===== src/rtl/hdr_cap_pkg.sv =====
package hdr_cap_pkg;
  localparam int ADDR_W = 8;
  localparam int DATA_W = 8;

  localparam logic [ADDR_W-1:0] A_CFG     = 8'h10;
  localparam logic [ADDR_W-1:0] A_ACK     = 8'h11;
  localparam logic [ADDR_W-1:0] A_ID_BASE = 8'h20;
  localparam logic [ADDR_W-1:0] A_STATUS  = 8'h24;

  localparam int CFG_SUB_BIT = 0;
  localparam int CFG_QT_BIT  = 1;
  localparam int CFG_IRQ_BIT = 2;

  typedef enum logic [1:0] {
    SRC_HDR = 2'd0,
    SRC_SUB = 2'd1,
    SRC_QT  = 2'd2
  } src_e;
endpackage


===== src/rtl/hdr_cap_rst_sync.sv =====
module hdr_cap_rst_sync #(
  parameter int STAGES = 2
) (
  input  logic clk,
  input  logic rst_n,
  output logic rst_sync_n
);
  logic [STAGES-1:0] sh_q;

  always_ff @(posedge clk or negedge rst_n) begin
    if (!rst_n) sh_q <= '0;
    else        sh_q <= {sh_q[STAGES-2:0], 1'b1};
  end

  assign rst_sync_n = sh_q[STAGES-1];
endmodule


===== src/rtl/hdr_cap_stream.sv =====
module hdr_cap_stream
  import hdr_cap_pkg::*;
#(
  parameter int NUM_ID  = 4,
  parameter int BYTE_W  = 8,
  parameter int SUB_OFS = 4,
  parameter int NUM_QT  = 3,
  localparam int IDX_W  = $clog2(NUM_ID),
  localparam int LAST   = SUB_OFS + NUM_ID,
  localparam int CNT_W  = $clog2(LAST + 1)
) (
  input  logic                     clk,
  input  logic                     rst_n,
  input  src_e                     src,
  input  logic                     sync_stb,
  input  logic                     byte_stb,
  input  logic [BYTE_W-1:0]        byte_data,
  input  logic                     q_stb,
  input  logic [IDX_W-1:0]         q_idx,
  input  logic [BYTE_W-1:0]        q_data,
  output logic [NUM_ID*BYTE_W-1:0] id_flat,
  output logic                     avail_n
);
  localparam logic [CNT_W-1:0] C_LAST = CNT_W'(LAST);
  localparam logic [CNT_W-1:0] C_NID  = CNT_W'(NUM_ID);
  localparam logic [CNT_W-1:0] C_SOFS = CNT_W'(SUB_OFS);
  localparam logic [IDX_W-1:0] I_TOP  = IDX_W'(NUM_ID - 1);
  localparam logic [IDX_W-1:0] I_NQT  = IDX_W'(NUM_QT);

  logic [CNT_W-1:0]  cnt_q, cnt_d;
  logic              cnt_en;
  logic [BYTE_W-1:0] id_q [NUM_ID];
  logic [BYTE_W-1:0] id_d [NUM_ID];
  logic              id_en;
  logic              avail_q, avail_d, avail_en;
  logic              win_hit;
  logic [CNT_W-1:0]  win_pos;
  logic [IDX_W-1:0]  win_idx;

  // window decode for the sector stream
  always_comb begin
    win_hit = 1'b0;
    win_pos = '0;
    if (byte_stb && !sync_stb && cnt_q != C_LAST) begin
      if (src == SRC_HDR && cnt_q < C_NID) begin
        win_hit = 1'b1;
        win_pos = cnt_q;
      end else if (src == SRC_SUB && cnt_q >= C_SOFS) begin
        win_hit = 1'b1;
        win_pos = cnt_q - C_SOFS;
      end
    end
    win_idx = win_pos[IDX_W-1:0];
  end

  // next state
  always_comb begin
    cnt_d   = cnt_q;
    avail_d = avail_q;
    for (int i = 0; i < NUM_ID; i++) id_d[i] = id_q[i];

    if (sync_stb) begin
      cnt_d   = '0;
      avail_d = 1'b1;
    end else if (byte_stb && cnt_q != C_LAST) begin
      cnt_d = cnt_q + 1'b1;
    end

    if (win_hit) begin
      id_d[win_idx] = byte_data;
      if (win_idx == I_TOP) avail_d = 1'b0;
    end

    if (src == SRC_QT && q_stb && q_idx < I_NQT) begin
      id_d[q_idx] = q_data;
    end
  end

  assign cnt_en   = sync_stb | byte_stb;
  assign id_en    = win_hit | (q_stb & (src == SRC_QT));
  assign avail_en = sync_stb | win_hit;

  // registers
  always_ff @(posedge clk or negedge rst_n) begin
    if (!rst_n) begin
      cnt_q   <= C_LAST;
      avail_q <= 1'b1;
    end else begin
      if (cnt_en)   cnt_q   <= cnt_d;
      if (avail_en) avail_q <= avail_d;
    end
  end

  always_ff @(posedge clk or negedge rst_n) begin
    if (!rst_n) begin
      for (int i = 0; i < NUM_ID; i++) id_q[i] <= '0;
    end else if (id_en) begin
      for (int i = 0; i < NUM_ID; i++) id_q[i] <= id_d[i];
    end
  end

  for (genvar g = 0; g < NUM_ID; g++) begin : g_flat
    assign id_flat[g*BYTE_W +: BYTE_W] = id_q[g];
  end

  assign avail_n = avail_q;
endmodule


===== src/rtl/hdr_cap_flag.sv =====
module hdr_cap_flag (
  input  logic clk,
  input  logic rst_n,
  input  logic set_pls,
  input  logic ack_wr,
  input  logic irq_en,
  output logic flag_n,
  output logic irq
);
  logic flag_q, flag_d, flag_en;

  always_comb begin
    flag_d = flag_q;
    if (set_pls)     flag_d = 1'b0;
    else if (ack_wr) flag_d = 1'b1;
  end

  assign flag_en = set_pls | ack_wr;

  always_ff @(posedge clk or negedge rst_n) begin
    if (!rst_n)       flag_q <= 1'b1;
    else if (flag_en) flag_q <= flag_d;
  end

  assign flag_n = flag_q;
  assign irq    = ~flag_q & irq_en;
endmodule


===== src/rtl/hdr_cap_regif.sv =====
module hdr_cap_regif
  import hdr_cap_pkg::*;
#(
  parameter int NUM_ID = 4,
  parameter int BYTE_W = 8,
  parameter int NUM_QT = 3
) (
  input  logic                     clk,
  input  logic                     rst_n,
  input  logic                     wr_en,
  input  logic [ADDR_W-1:0]        wr_addr,
  input  logic [DATA_W-1:0]        wr_data,
  input  logic [ADDR_W-1:0]        rd_addr,
  input  logic [NUM_ID*BYTE_W-1:0] id_flat,
  input  logic                     avail_n,
  input  logic                     flag_n,
  output src_e                     src,
  output logic                     irq_en,
  output logic                     ack_wr,
  output logic [DATA_W-1:0]        rd_data
);
  logic [DATA_W-1:0] cfg_q, cfg_d;
  logic              cfg_en;

  assign cfg_en = wr_en && (wr_addr == A_CFG);
  assign cfg_d  = wr_data;
  assign ack_wr = wr_en && (wr_addr == A_ACK);

  always_ff @(posedge clk or negedge rst_n) begin
    if (!rst_n)      cfg_q <= '0;
    else if (cfg_en) cfg_q <= cfg_d;
  end

  always_comb begin
    if (cfg_q[CFG_QT_BIT])       src = SRC_QT;
    else if (cfg_q[CFG_SUB_BIT]) src = SRC_SUB;
    else                         src = SRC_HDR;
  end

  assign irq_en = cfg_q[CFG_IRQ_BIT];

  always_comb begin
    rd_data = '0;
    if (rd_addr == A_CFG) rd_data = cfg_q;
    if (rd_addr == A_STATUS) rd_data = {{(DATA_W-2){1'b0}}, flag_n, avail_n};
    for (int i = 0; i < NUM_ID; i++) begin
      if (rd_addr == A_ID_BASE + ADDR_W'(i)) begin
        if (src == SRC_QT && i >= NUM_QT) rd_data = '0;
        else rd_data = DATA_W'(id_flat[i*BYTE_W +: BYTE_W]);
      end
    end
  end
endmodule


===== src/rtl/hdr_capture.sv =====
module hdr_capture
  import hdr_cap_pkg::*;
#(
  parameter int NUM_ID  = 4,
  parameter int BYTE_W  = 8,
  parameter int SUB_OFS = 4,
  parameter int NUM_QT  = 3,
  localparam int IDX_W  = $clog2(NUM_ID)
) (
  input  logic              clk,
  input  logic              rst_n,
  input  logic              sync_stb_i,
  input  logic              byte_stb_i,
  input  logic [BYTE_W-1:0] byte_data_i,
  input  logic              q_stb_i,
  input  logic [IDX_W-1:0]  q_idx_i,
  input  logic [BYTE_W-1:0] q_data_i,
  input  logic              xfer_done_i,
  input  logic              wr_en_i,
  input  logic [ADDR_W-1:0] wr_addr_i,
  input  logic [DATA_W-1:0] wr_data_i,
  input  logic [ADDR_W-1:0] rd_addr_i,
  output logic [DATA_W-1:0] rd_data_o,
  output logic              irq_o
);
  logic                     rst_sync_n;
  src_e                     src;
  logic                     irq_en;
  logic                     ack_wr;
  logic [NUM_ID*BYTE_W-1:0] id_flat;
  logic                     sect_avail_n;
  logic                     xfer_end_n;

  hdr_cap_rst_sync #(.STAGES(2)) u_rst (
    .clk        (clk),
    .rst_n      (rst_n),
    .rst_sync_n (rst_sync_n)
  );

  hdr_cap_stream #(
    .NUM_ID (NUM_ID), .BYTE_W (BYTE_W), .SUB_OFS (SUB_OFS), .NUM_QT (NUM_QT)
  ) u_stream (
    .clk       (clk),
    .rst_n     (rst_sync_n),
    .src       (src),
    .sync_stb  (sync_stb_i),
    .byte_stb  (byte_stb_i),
    .byte_data (byte_data_i),
    .q_stb     (q_stb_i),
    .q_idx     (q_idx_i),
    .q_data    (q_data_i),
    .id_flat   (id_flat),
    .avail_n   (sect_avail_n)
  );

  hdr_cap_flag u_flag (
    .clk     (clk),
    .rst_n   (rst_sync_n),
    .set_pls (xfer_done_i),
    .ack_wr  (ack_wr),
    .irq_en  (irq_en),
    .flag_n  (xfer_end_n),
    .irq     (irq_o)
  );

  hdr_cap_regif #(
    .NUM_ID (NUM_ID), .BYTE_W (BYTE_W), .NUM_QT (NUM_QT)
  ) u_regif (
    .clk     (clk),
    .rst_n   (rst_sync_n),
    .wr_en   (wr_en_i),
    .wr_addr (wr_addr_i),
    .wr_data (wr_data_i),
    .rd_addr (rd_addr_i),
    .id_flat (id_flat),
    .avail_n (sect_avail_n),
    .flag_n  (xfer_end_n),
    .src     (src),
    .irq_en  (irq_en),
    .ack_wr  (ack_wr),
    .rd_data (rd_data_o)
  );
endmodule


===== config.mk =====
export PLATFORM = sky130hd
export DESIGN_NAME = hdr_capture
export DESIGN_NICKNAME = d
export VERILOG_FILES = /design/src/rtl/hdr_cap_pkg.sv /design/src/rtl/hdr_cap_rst_sync.sv /design/src/rtl/hdr_cap_stream.sv /design/src/rtl/hdr_cap_flag.sv /design/src/rtl/hdr_cap_regif.sv /design/src/rtl/hdr_capture.sv
export SDC_FILE = /design/constraint.sdc
export NUM_CORES = 1
export LEC_CHECK = 0
export ABC_AREA = 0
export BUFFER_PORTS_ARGS = -buffer_cell sky130_fd_sc_hd__buf_4
export CORE_MARGIN = 5
export CORE_UTILIZATION = 58
export CTS_CLUSTER_DIAMETER = 60
export DETAILED_ROUTE_END_ITERATION = 8
export GPL_TIMING_DRIVEN = 0
export HOLD_SLACK_MARGIN = 0.12
export PLACE_DENSITY = 0.84
export SYNTH_ARGS = -nofsm -noshare
export SYNTH_HDL_FRONTEND = slang
export SYNTH_SLANG_ARGS = --single-unit

===== constraint.sdc =====
create_clock -name clk -period 3.1 [get_ports clk]
set_input_delay 0.155 -clock clk [delete_from_list [all_inputs] [get_ports clk]]
set_output_delay 0.155 -clock clk [all_outputs]
set_load 0.05 [all_outputs]

==> metrics.cfg, run 1 <==
[worst_hold_path]
hold_path.class = reg -> async

[global_routing]
groute.layer.met2.usage_pct = 40.6
first_global_vias = 2445
gr-usage-met3_pct = 9.14
gr-total-overflow = 0
grt_pass1_wl_um = 12300
global_route.peak_usage_layer = met2
grt_antenna_before_repair = 0
grt_max_degree = 39
grt.met1_usage_pct = 32.6
grt_usage_pct = 25.6

[clock_network]
cts.sinks = 48
worst_setup_hold_path_clk_slew_ns = 0.09
tritoncts = yes
clock-root-buffer = clkbuf_8
postCtsSetupRepairBufs = 0
post_cts_resized = 0
htree_num_levels = 2
cts-root-to-sink-buffers = 2
numCtsBuffers = 5
worst_skew_pair.late_latency_ns = 0.30

[logic_synthesis]
post_synthesis_cell_type_with_the_largest_combined_area = dfrtp_1
postSynthNetCount = 290
synthesis_stage_register_bit_count = 48
ys.warnings.count = 0
synth_common_cells = dfrtp_1, nor2_1, o221a_2, mux2_2, or2_2
synth_edf_count = 0
synth.cell_area_mm2 = 0.00266
yosysMostFrequentCell = dfrtp_1
synth_cells = 239
synth-compound-area-share_pct = 23.1
synthMuxAreaShare_pct = 7.54
area_fraction_in_and_or_nand_and_nor_cells_after_synthesis_pct = 18.1
synth_cell_types = 52
synth_top_family_by_area = compound AO/OA/AOI/OAI gates
netlist.area_leader.share_pct = 42.4
synth-xor-area-share_pct = 0.990
synth_area_leaders = dfrtp_1, o221a_2, mux2_2, dfstp_2, o2bb2ai_1
synth.yosys.seq_area_share_pct = 45.4
synth_adder_area_share_pct = 0.943
post_synth.cell_area_avg_um2 = 11.1
fraction_of_synthesis_flops_using_an_asynchronous_set_or_reset_pin_pct = 100
synth-main-ff-cell = dfrtp_1

[floorplan]
start_util_pct = 60.6
rows = 24
die_height_um = 77.7
core_area_mm2 = 0.00438
chipWidth_um = 77.7
die_area_mm2 = 0.00603
num_io_pins = 58

[worst_setup_path]
timing.critical_path.arrival_ns = 2.88
timing.critical_path.required_ns = 3.28
ff2ff_path_depth = 7
path_class = reg -> reg
worstPathCellList = inv_1 > ha_1 > nand3b_1 > nand3_1 > clkbuf_8 > nor4_4 > mux2_2
crit_buf_inv = 2
worst_setup_path_startpoint = u_stream.cnt_q[1]
timing.critical_path.from_type = flop
regToRegEndpoint = u_stream.id_flat[30]
timing.critical_path.to_type = flop
critical-path-slowest-cell = nor4_4
rr_startpoint = u_stream.cnt_q[1]
setup.reg_to_reg.worst_slack_ns = 0.40
path_max_fanout = 10
worst_path_dominant_cell_family = simple AND/OR/NAND/NOR gates
worstSetupPathDepth = 7
timing.critical_path.slowest_cell_delay_ns = 0.68

[placed_design]
place.gp.congestion = 0.815
post-place-ws_ns = 0.485
numPlacedInstances = 348
place.detailed.hpwl_um = 5360
place.port_buffers = 56

[final_layout]
drive_gt1_share_pct = 38.9
insertedDiodeCount = 0
fin_util_pct = 77.7
synthToLayoutAreaGrowth_pct = 28.3
n_fill_cell = 304
nets = 369
finish.cell_count_without_fillers = 371

[timing]
timing_hold_violations_final = 0
fin_worst_skew_ns = 0.00840
fin_tns_setup_ns = 0
layout_worst_path_cycle_share_pct = 87.1
setup_slack_ns = 0.400
period_needed_ns = 2.70
max_slew.worst_pin.slew_ns = 1.06
rsz0062_at_grt = no
max-slew-margin-rel_pct = 28.6
final-max-slew-violation-count = 0
setup_violations = 0
clock.fmax_mhz = 370
fin_worst_hold_slack_ns = 0.125

[route]
wire_per_inst_um = 20.2
detail-route-antenna-nets = 0
route.final.wire_length_um = 7490
remaining_routing_drc_violations = 0
detail_route.first_pass.iterations = 4
initialDrtViolationCount = 240
via_count = 2403
viasPerCell = 6.48

[power]
power_per_cell_area_mw_per_mm2 = 476
total_leakage_power_uw = 0.00147
max-vdd-ir-drop_mv = 0.400

[run_status]
result_of_the_run = completed

[run]
max-cap-violations = 0

-- power by group --
part           leakage (µW)  switching [µW]  internal (µW)
Combinational      0.000849             162            214
Clock             0.0000445             212            182
Sequential         0.000577            94.5            759
Total               0.00147             468           1150
-- per-layer routing --
metal	share of wire, %	up-vias	routed length (µm)
met1	39	1172	2950
met4	3.0	0	228
met2	48	129	3580
met3	9.8	22	732
li1	-	1080	-
met5	0	-	0
-- logic make-up (layout without fill, tap and decap cells) --
logic type / count (synthesis) / in the layout
buf+inv: 20 / 100
mux: 18 / 18
xor+xnor: 3 / 3
simple gates: 82 / 82
fa+ha+maj: 2 / 2
other cells: 1 / 1
flops: 48 / 48
compound gates: 65 / 65
-- final cells by class --
| class | count | area [µm²] | share of cell area, % |
|---|---|---|---|
| Clock buffer | 7 | 86.3 | 2.53 |
| Timing Repair Buffer | 72 | 591 | 17.3 |
| Sequential cell | 48 | 1210 | 35.4 |
| Inverter | 9 | 33.8 | 0.992 |
| Buffer | 11 | 67.6 | 1.98 |
| Multi-Input combinational cell | 171 | 1350 | 39.6 |
| Clock inverter | 1 | 7.51 | 0.220 |
| Tap cell | 52 | 65.1 | 1.91 |
-- how the worst max path moves through the flow --
stage / slack [ns] / endpoint
floorplan: 0.91 / u_stream.id_flat[24]
global placement: 0.52 / u_stream.id_flat[30]
detailed placement: 0.49 / u_stream.id_flat[30]
CTS: 0.45 / u_stream.id_flat[30]
global route: 0.31 / u_stream.id_flat[25]
finish: 0.40 / u_stream.id_flat[30]
-- worst reg2reg max path, cell delays in order (launching register included) --
cell      delay (ns)
dfrtp_1         0.58
inv_1           0.18
ha_1            0.21
nand3b_1        0.15
nand3_1         0.16
clkbuf_8        0.21
nor4_4          0.68
mux2_2          0.42
-- state kept, by name, indices dropped and copies added (netlist names) --
name / count
u_stream.avail_n: 1
u_flag.flag_n: 1
u_stream.id_flat: 32
u_regif.cfg_q: 8
u_stream.cnt_q: 4
u_rst.sh_q: 2
-- per-stage QoR --
step | total power [µW] | area [µm²]
3_5_place_dp | 1220 | 3160
6_report | 1620 | 3410
4_1_cts | 1620 | 3410
2_1_floorplan | 1070 | 2660
5_1_grt | 1700 | 3410
3_3_place_gp | 1190 | 3140
-- placed cells by master (no fill, tap or decap), types with 2 or more instances in the layout --
| cell type | count |
|---|---|
| xor2_1 | 2 |
| o21ai_0 | 9 |
| nor2_1 | 20 |
| o2bb2ai_1 | 9 |
| mux2_2 | 16 |
| dlygate4sd3_1 | 15 |
| inv_1 | 9 |
| or4_1 | 2 |
| a21oi_1 | 3 |
| nor4_1 | 3 |
| nor3_1 | 6 |
| buf_4 | 56 |
| dfstp_2 | 3 |
| or2_2 | 11 |
| ha_1 | 2 |
| a311oi_1 | 5 |
| buf_6 | 2 |
| nor2b_1 | 2 |
| a32o_1 | 6 |
| clkbuf_8 | 7 |
| o221a_2 | 18 |
| dfrtp_1 | 44 |
| clkbuf_1 | 7 |
| o41ai_4 | 2 |
| nand2b_1 | 10 |
| a22o_1 | 6 |
| or3_1 | 2 |
| nand4b_1 | 2 |
| nand3_1 | 3 |
| mux2i_1 | 2 |
| nand2_1 | 9 |
-- what timing repair did --
| action | 4_1_cts | 5_1_grt |
|---|---|---|
| hold buffers | 15 | 0 |
| endpoints found under the setup margin | 0 | 0 |
| endpoints found under the hold margin | 20 | 0 |
No activity file was read; power rests on OpenSTA's default activity.
==> inputs of run 2 (changes only) <==
- ABC_CLOCK_PERIOD_IN_PS: not set -> 3100
- CORE_ASPECT_RATIO: not set -> 1.75
- TNS_END_PERCENT: not set -> 5
==> run 2 against run 1 <==
Wire length down 8.4%. Setup slack improved by 0.055 ns. Power shrank 2.9%. Fmax increased by 2.1%. Clock power fell by 7.9%. Via count shrank 5.9%. Sequential share of layout area grew 0.14 points. Worst hold slack got worse by 0.00057 ns. Global-route usage fell by 1.3 points. Clock skew fell by 0.0055 ns. Clock-buffer cell count is the same. Register-to-register slack better by 0.05 ns. Critical endpoint unchanged. Highest routed layer unchanged.
==> metrics.cfg, run 2 (synthesis results as in run 1) <==
[run_status]
result_of_the_run = completed

[route]
detail-route-antenna-nets = 0
wire_per_inst_um = 18.5
via_count = 2261
remaining_routing_drc_violations = 0
route.final.wire_length_um = 6860
viasPerCell = 6.11
initialDrtViolationCount = 79
detail_route.first_pass.iterations = 4

[power]
total_leakage_power_uw = 0.00147
power_per_cell_area_mw_per_mm2 = 464
max-vdd-ir-drop_mv = 0.435

[worst_setup_path]
timing.critical_path.from_type = flop
timing.critical_path.slowest_cell_delay_ns = 0.66
timing.critical_path.arrival_ns = 2.83
path_max_fanout = 10
timing.critical_path.to_type = flop
path_class = reg -> reg
critical-path-slowest-cell = nor4_4
worstPathCellList = inv_1 > ha_1 > nand3b_1 > nand3_1 > clkbuf_8 > nor4_4 > mux2_2
timing.critical_path.required_ns = 3.29

[floorplan]
num_io_pins = 58
core_area_mm2 = 0.00444
die_area_mm2 = 0.00608
rows = 32
start_util_pct = 59.7
chipWidth_um = 61.1
die_height_um = 99.5

[clock_network]
worst_skew_pair.late_latency_ns = 0.30
numCtsBuffers = 5
worst_setup_hold_path_clk_slew_ns = 0.09
clock-root-buffer = clkbuf_8
post_cts_resized = 0
cts-root-to-sink-buffers = 2
postCtsSetupRepairBufs = 0
tritoncts = yes
htree_num_levels = 2
cts.sinks = 48

[timing]
period_needed_ns = 2.64
max-slew-margin-rel_pct = 28.5
fin_tns_setup_ns = 0
timing_hold_violations_final = 0
max_slew.worst_pin.slew_ns = 1.06
final-max-slew-violation-count = 0
setup_violations = 0
fin_worst_skew_ns = 0.00293
clock.fmax_mhz = 378
rsz0062_at_grt = no
layout_worst_path_cycle_share_pct = 85.3

[global_routing]
grt_usage_pct = 24.3
first_global_vias = 2395
grt_antenna_before_repair = 0
grt_max_degree = 33
grt_pass1_wl_um = 11200
gr-total-overflow = 0

[final_layout]
synthToLayoutAreaGrowth_pct = 27.8
finish.cell_count_without_fillers = 370
most_frequent_cells_in_the_layout = buf_4, dfrtp_1, nor2_1, o221a_2, mux2_2
drive_gt1_share_pct = 38.6
layout.cells.most_common = buf_4
nets = 369
flip_flop_count_of_the_largest_register_all_copies_and_words_added = 32
insertedDiodeCount = 0

[run]
max-cap-violations = 0

[placed_design]
place.port_buffers = 56
place.gp.congestion = 0.858
place.detailed.hpwl_um = 5260
numPlacedInstances = 347

[worst_hold_path]
hold_path.class = in -> reg

## run 2: cell count changes in the layout (fill, tap and decap cells not counted)
cell,previous run,this run
clkbuf_1,7,8
clkbuf_8,7,6
clkinv_2,0,1
clkinvlp_4,1,0
## run 2: path summary, 6_finish.rpt
check / from / to / slack, ns / cells past startpoint
setup / recovery: u_stream.cnt_q[0] / u_stream.id_flat[30] / 0.46 / 7
hold / removal: byte_data_i[7] / u_stream.id_flat[31] / 0.12 / 2
setup reg to reg: u_stream.cnt_q[0] / u_stream.id_flat[30] / 0.46 / 7
hold reg to reg: u_rst.sh_q[1] / u_stream.id_flat[8] / 0.19 / 0
max in group asynchronous: u_rst.sh_q[1] / u_flag.flag_n / 2.36 / 1
min in group asynchronous: rst_n / u_rst.sh_q[1] / 0.16 / 2
## run 2: repair_timing
| action | CTS | global route |
|---|---|---|
| hold endpoints to repair | 19 | 1 |
| endpoints found under the setup margin | 0 | 0 |
| hold buffers | 14 | 1 |
## run 2: per-stage QoR
step | total power [µW] | cell area [µm²] | hold WS [ns] | util (%) | worst slack [ns]
3_3_place_gp | 1180 | 3140 | -0.0627 | 70.6 | 0.526
2_1_floorplan | 1070 | 2660 | -0.141 | - | 0.910
6_report | 1580 | 3390 | 0.125 | 76.3 | 0.455
5_1_grt | 1660 | 3390 | 0.123 | 76.3 | 0.306
4_1_cts | 1580 | 3380 | 0.120 | 76.1 | 0.489
3_5_place_dp | 1210 | 3160 | -0.0621 | 71.1 | 0.498
## run 2: worst max-delay path, delay by kind of cell, from the launching register on
family	cells	cell delay (ns)
multiplexers	1	0.41
buffers and inverters	2	0.42
AND/OR/NAND/NOR	3	0.96
adder cells (fa/ha/maj)	1	0.24
flip-flops	1	0.49
## run 2: layout make-up
type                            count  area [µm²]
Clock buffer                        7        76.3
Fill cell                         322        1050
Timing Repair Buffer               72         591
Tap cell                           51        63.8
Multi-Input combinational cell    171        1350
Sequential cell                    48        1210
Buffer                             11        67.6
Clock inverter                      1        5.00
Inverter                            9        33.8
## run 2: report_power, final
part | switching (µW) | internal (µW)
combinational | 151 | 213
clock | 204 | 159
sequential | 89.2 | 759
total | 444 | 1130
## run 2: routing by layer
layer  up-vias  global-route usage [%]  share of wire (%)
li1       1076                       -                  -
met1      1090                    28.7                 39
met2        81                    41.5                 53
met3        14                    4.29                6.4
met4         0                    10.4                2.1
met5         -                       0                  0
==> inputs of run 3 (changes only) <==
- PLACE_DENSITY: 0.84 -> not set
- PLACE_DENSITY_LB_ADDON: not set -> 0.15
==> run 3 against run 2 <==
Critical path depth stayed put. Non-clock buffer count is 5 higher. Core utilization is 1.8 points higher. Combinational power is 4% higher. Clock skew is 0.010 ns higher. Critical path type unchanged. Critical endpoint is now u_stream.id_flat[28].
==> metrics.cfg, run 3 (synthesis results as in run 1) <==
[final_layout]
fin_util_pct = 78.1
insertedDiodeCount = 0
nets = 374
flip_flop_count_of_the_largest_register_all_copies_and_words_added = 32
layout.cells.most_common = buf_4
drive_gt1_share_pct = 38.6
most_frequent_cells_in_the_layout = buf_4, dfrtp_1, nor2_1, dlygate4sd3_1, o221a_2
synthToLayoutAreaGrowth_pct = 30.8

[route]
detail_route.first_pass.iterations = 4
wire_per_inst_um = 21.4
initialDrtViolationCount = 165
route.final.wire_length_um = 8040
detail-route-antenna-nets = 0
viasPerCell = 6.46
via_count = 2423
remaining_routing_drc_violations = 0

[worst_setup_path]
timing.critical_path.from_type = flop
worstPathCellList = inv_1 > ha_1 > nand3b_1 > nand3_1 > clkbuf_8 > nor4_4 > mux2_2
worst_path_dominant_cell_family = simple AND/OR/NAND/NOR gates
critical-path-slowest-cell = nor4_4
path_class = reg -> reg
timing.critical_path.required_ns = 3.29
timing.critical_path.slowest_cell_delay_ns = 0.67
crit_buf_inv = 2
timing.critical_path.to_type = flop
path_max_fanout = 10
timing.critical_path.arrival_ns = 2.86

[timing]
rsz0062_at_grt = no
timing_hold_violations_final = 0
clock.fmax_mhz = 376
max_slew.worst_pin.slew_ns = 1.34
layout_worst_path_cycle_share_pct = 85.9
period_needed_ns = 2.66
max-slew-margin-rel_pct = 9.91
fin_tns_setup_ns = 0
fin_worst_skew_ns = 0.0134
final-max-slew-violation-count = 0
setup_violations = 0

[placed_design]
place.gp.congestion = 0.920
place.port_buffers = 56
place.detailed.hpwl_um = 5400

[floorplan]
core_area_mm2 = 0.00444
die_height_um = 99.5
rows = 32
num_io_pins = 58
die_area_mm2 = 0.00608
chipWidth_um = 61.1
start_util_pct = 59.7

[power]
total_leakage_power_uw = 0.00150
power.share.clock_pct = 27.2
power_per_cell_area_mw_per_mm2 = 485
netSwitchingPower_uw = 470
p_int_uw = 1220
switching_share_pct = 27.9
max-vdd-ir-drop_mv = 0.486
seq_power_share_pct = 50.4
pwr-share-comb_pct = 22.4

[clock_network]
htree_num_levels = 2
cts.sinks = 48
postCtsSetupRepairBufs = 0
numCtsBuffers = 5
worst_setup_hold_path_clk_slew_ns = 0.09
clock-root-buffer = clkbuf_8
tritoncts = yes
post_cts_resized = 0
worst_skew_pair.late_latency_ns = 0.31
cts-root-to-sink-buffers = 2

[global_routing]
gr-total-overflow = 0
first_global_vias = 2536
grt_pass1_wl_um = 12300
grt_antenna_before_repair = 0
grt_max_degree = 34
grt_usage_pct = 27.8

[worst_hold_path]
hold_path.class = in -> reg

[run]
max-cap-violations = 0

[run_status]
result_of_the_run = completed

==> run 3: metrics by stage <==
step | instances | total power (µW) | hold slack [ns] | cell area [µm²] | setup slack (ns)
after floorplan | 239 | 1070 | -0.141 | 2660 | 0.910
after global placement | 346 | 1180 | -0.0633 | 3140 | 0.539
after detailed placement | 347 | 1200 | -0.0622 | 3160 | 0.476
after CTS | 374 | 1670 | 0.124 | 3460 | 0.444
after global routing | 375 | 1760 | 0.138 | 3470 | 0.236
final | 375 | 1690 | 0.126 | 3470 | 0.438
==> run 3: final timing paths <==
path	startpoint	endpoint	slack [ns]	cells after the start
worst max-delay path	u_stream.cnt_q[1]	u_stream.id_flat[28]	0.44	7
worst min-delay path	byte_stb_i	u_stream.cnt_q[1]	0.13	3
worst max register to register	u_stream.cnt_q[1]	u_stream.id_flat[28]	0.44	7
worst min register to register	u_rst.sh_q[1]	u_regif.cfg_q[5]	0.16	0
max in group asynchronous	u_rst.sh_q[1]	u_stream.cnt_q[3]	2.37	1
min in group asynchronous	u_rst.sh_q[1]	u_regif.cfg_q[5]	0.16	0
==> run 3: power groups by stage <==
stage | Combinational (µW) | Sequential (µW) | Clock (µW)
floorplan | 236 | 831 | 0
global placement | 325 | 859 | 0
detailed placement | 348 | 856 | 0
CTS | 368 | 844 | 458
global route | 410 | 861 | 485
finish | 377 | 850 | 459
==> run 3: repair_timing <==
action,CTS,global route
hold endpoints to repair,23,1
hold buffers,19,1
setup endpoints to repair,0,0
==> run 3: tightest hold or removal path, stage by stage <==
cell     delay [ns]
buf_4          0.13
nand3_1        0.06
a21oi_1        0.05
==> run 3: cell type report <==
cell class | count | area [µm²]
multi-input combinational | 171 | 1350
sequential | 48 | 1210
fill | 300 | 972
timing repair buffer | 77 | 641
clock buffer | 5 | 68.8
buffer | 11 | 67.6
tap | 51 | 63.8
clock inverter | 3 | 42.5
inverter | 9 | 33.8
==> run 3: routing by layer <==
layer | vias up | GRT usage, % | part of all wire (%)
li1 | 1083 | - | -
met1 | 1166 | 30.1 | 34
met2 | 127 | 47.5 | 53
met3 | 47 | 4.68 | 7.4
met4 | 0 | 17.2 | 5.6
met5 | - | 0 | 0
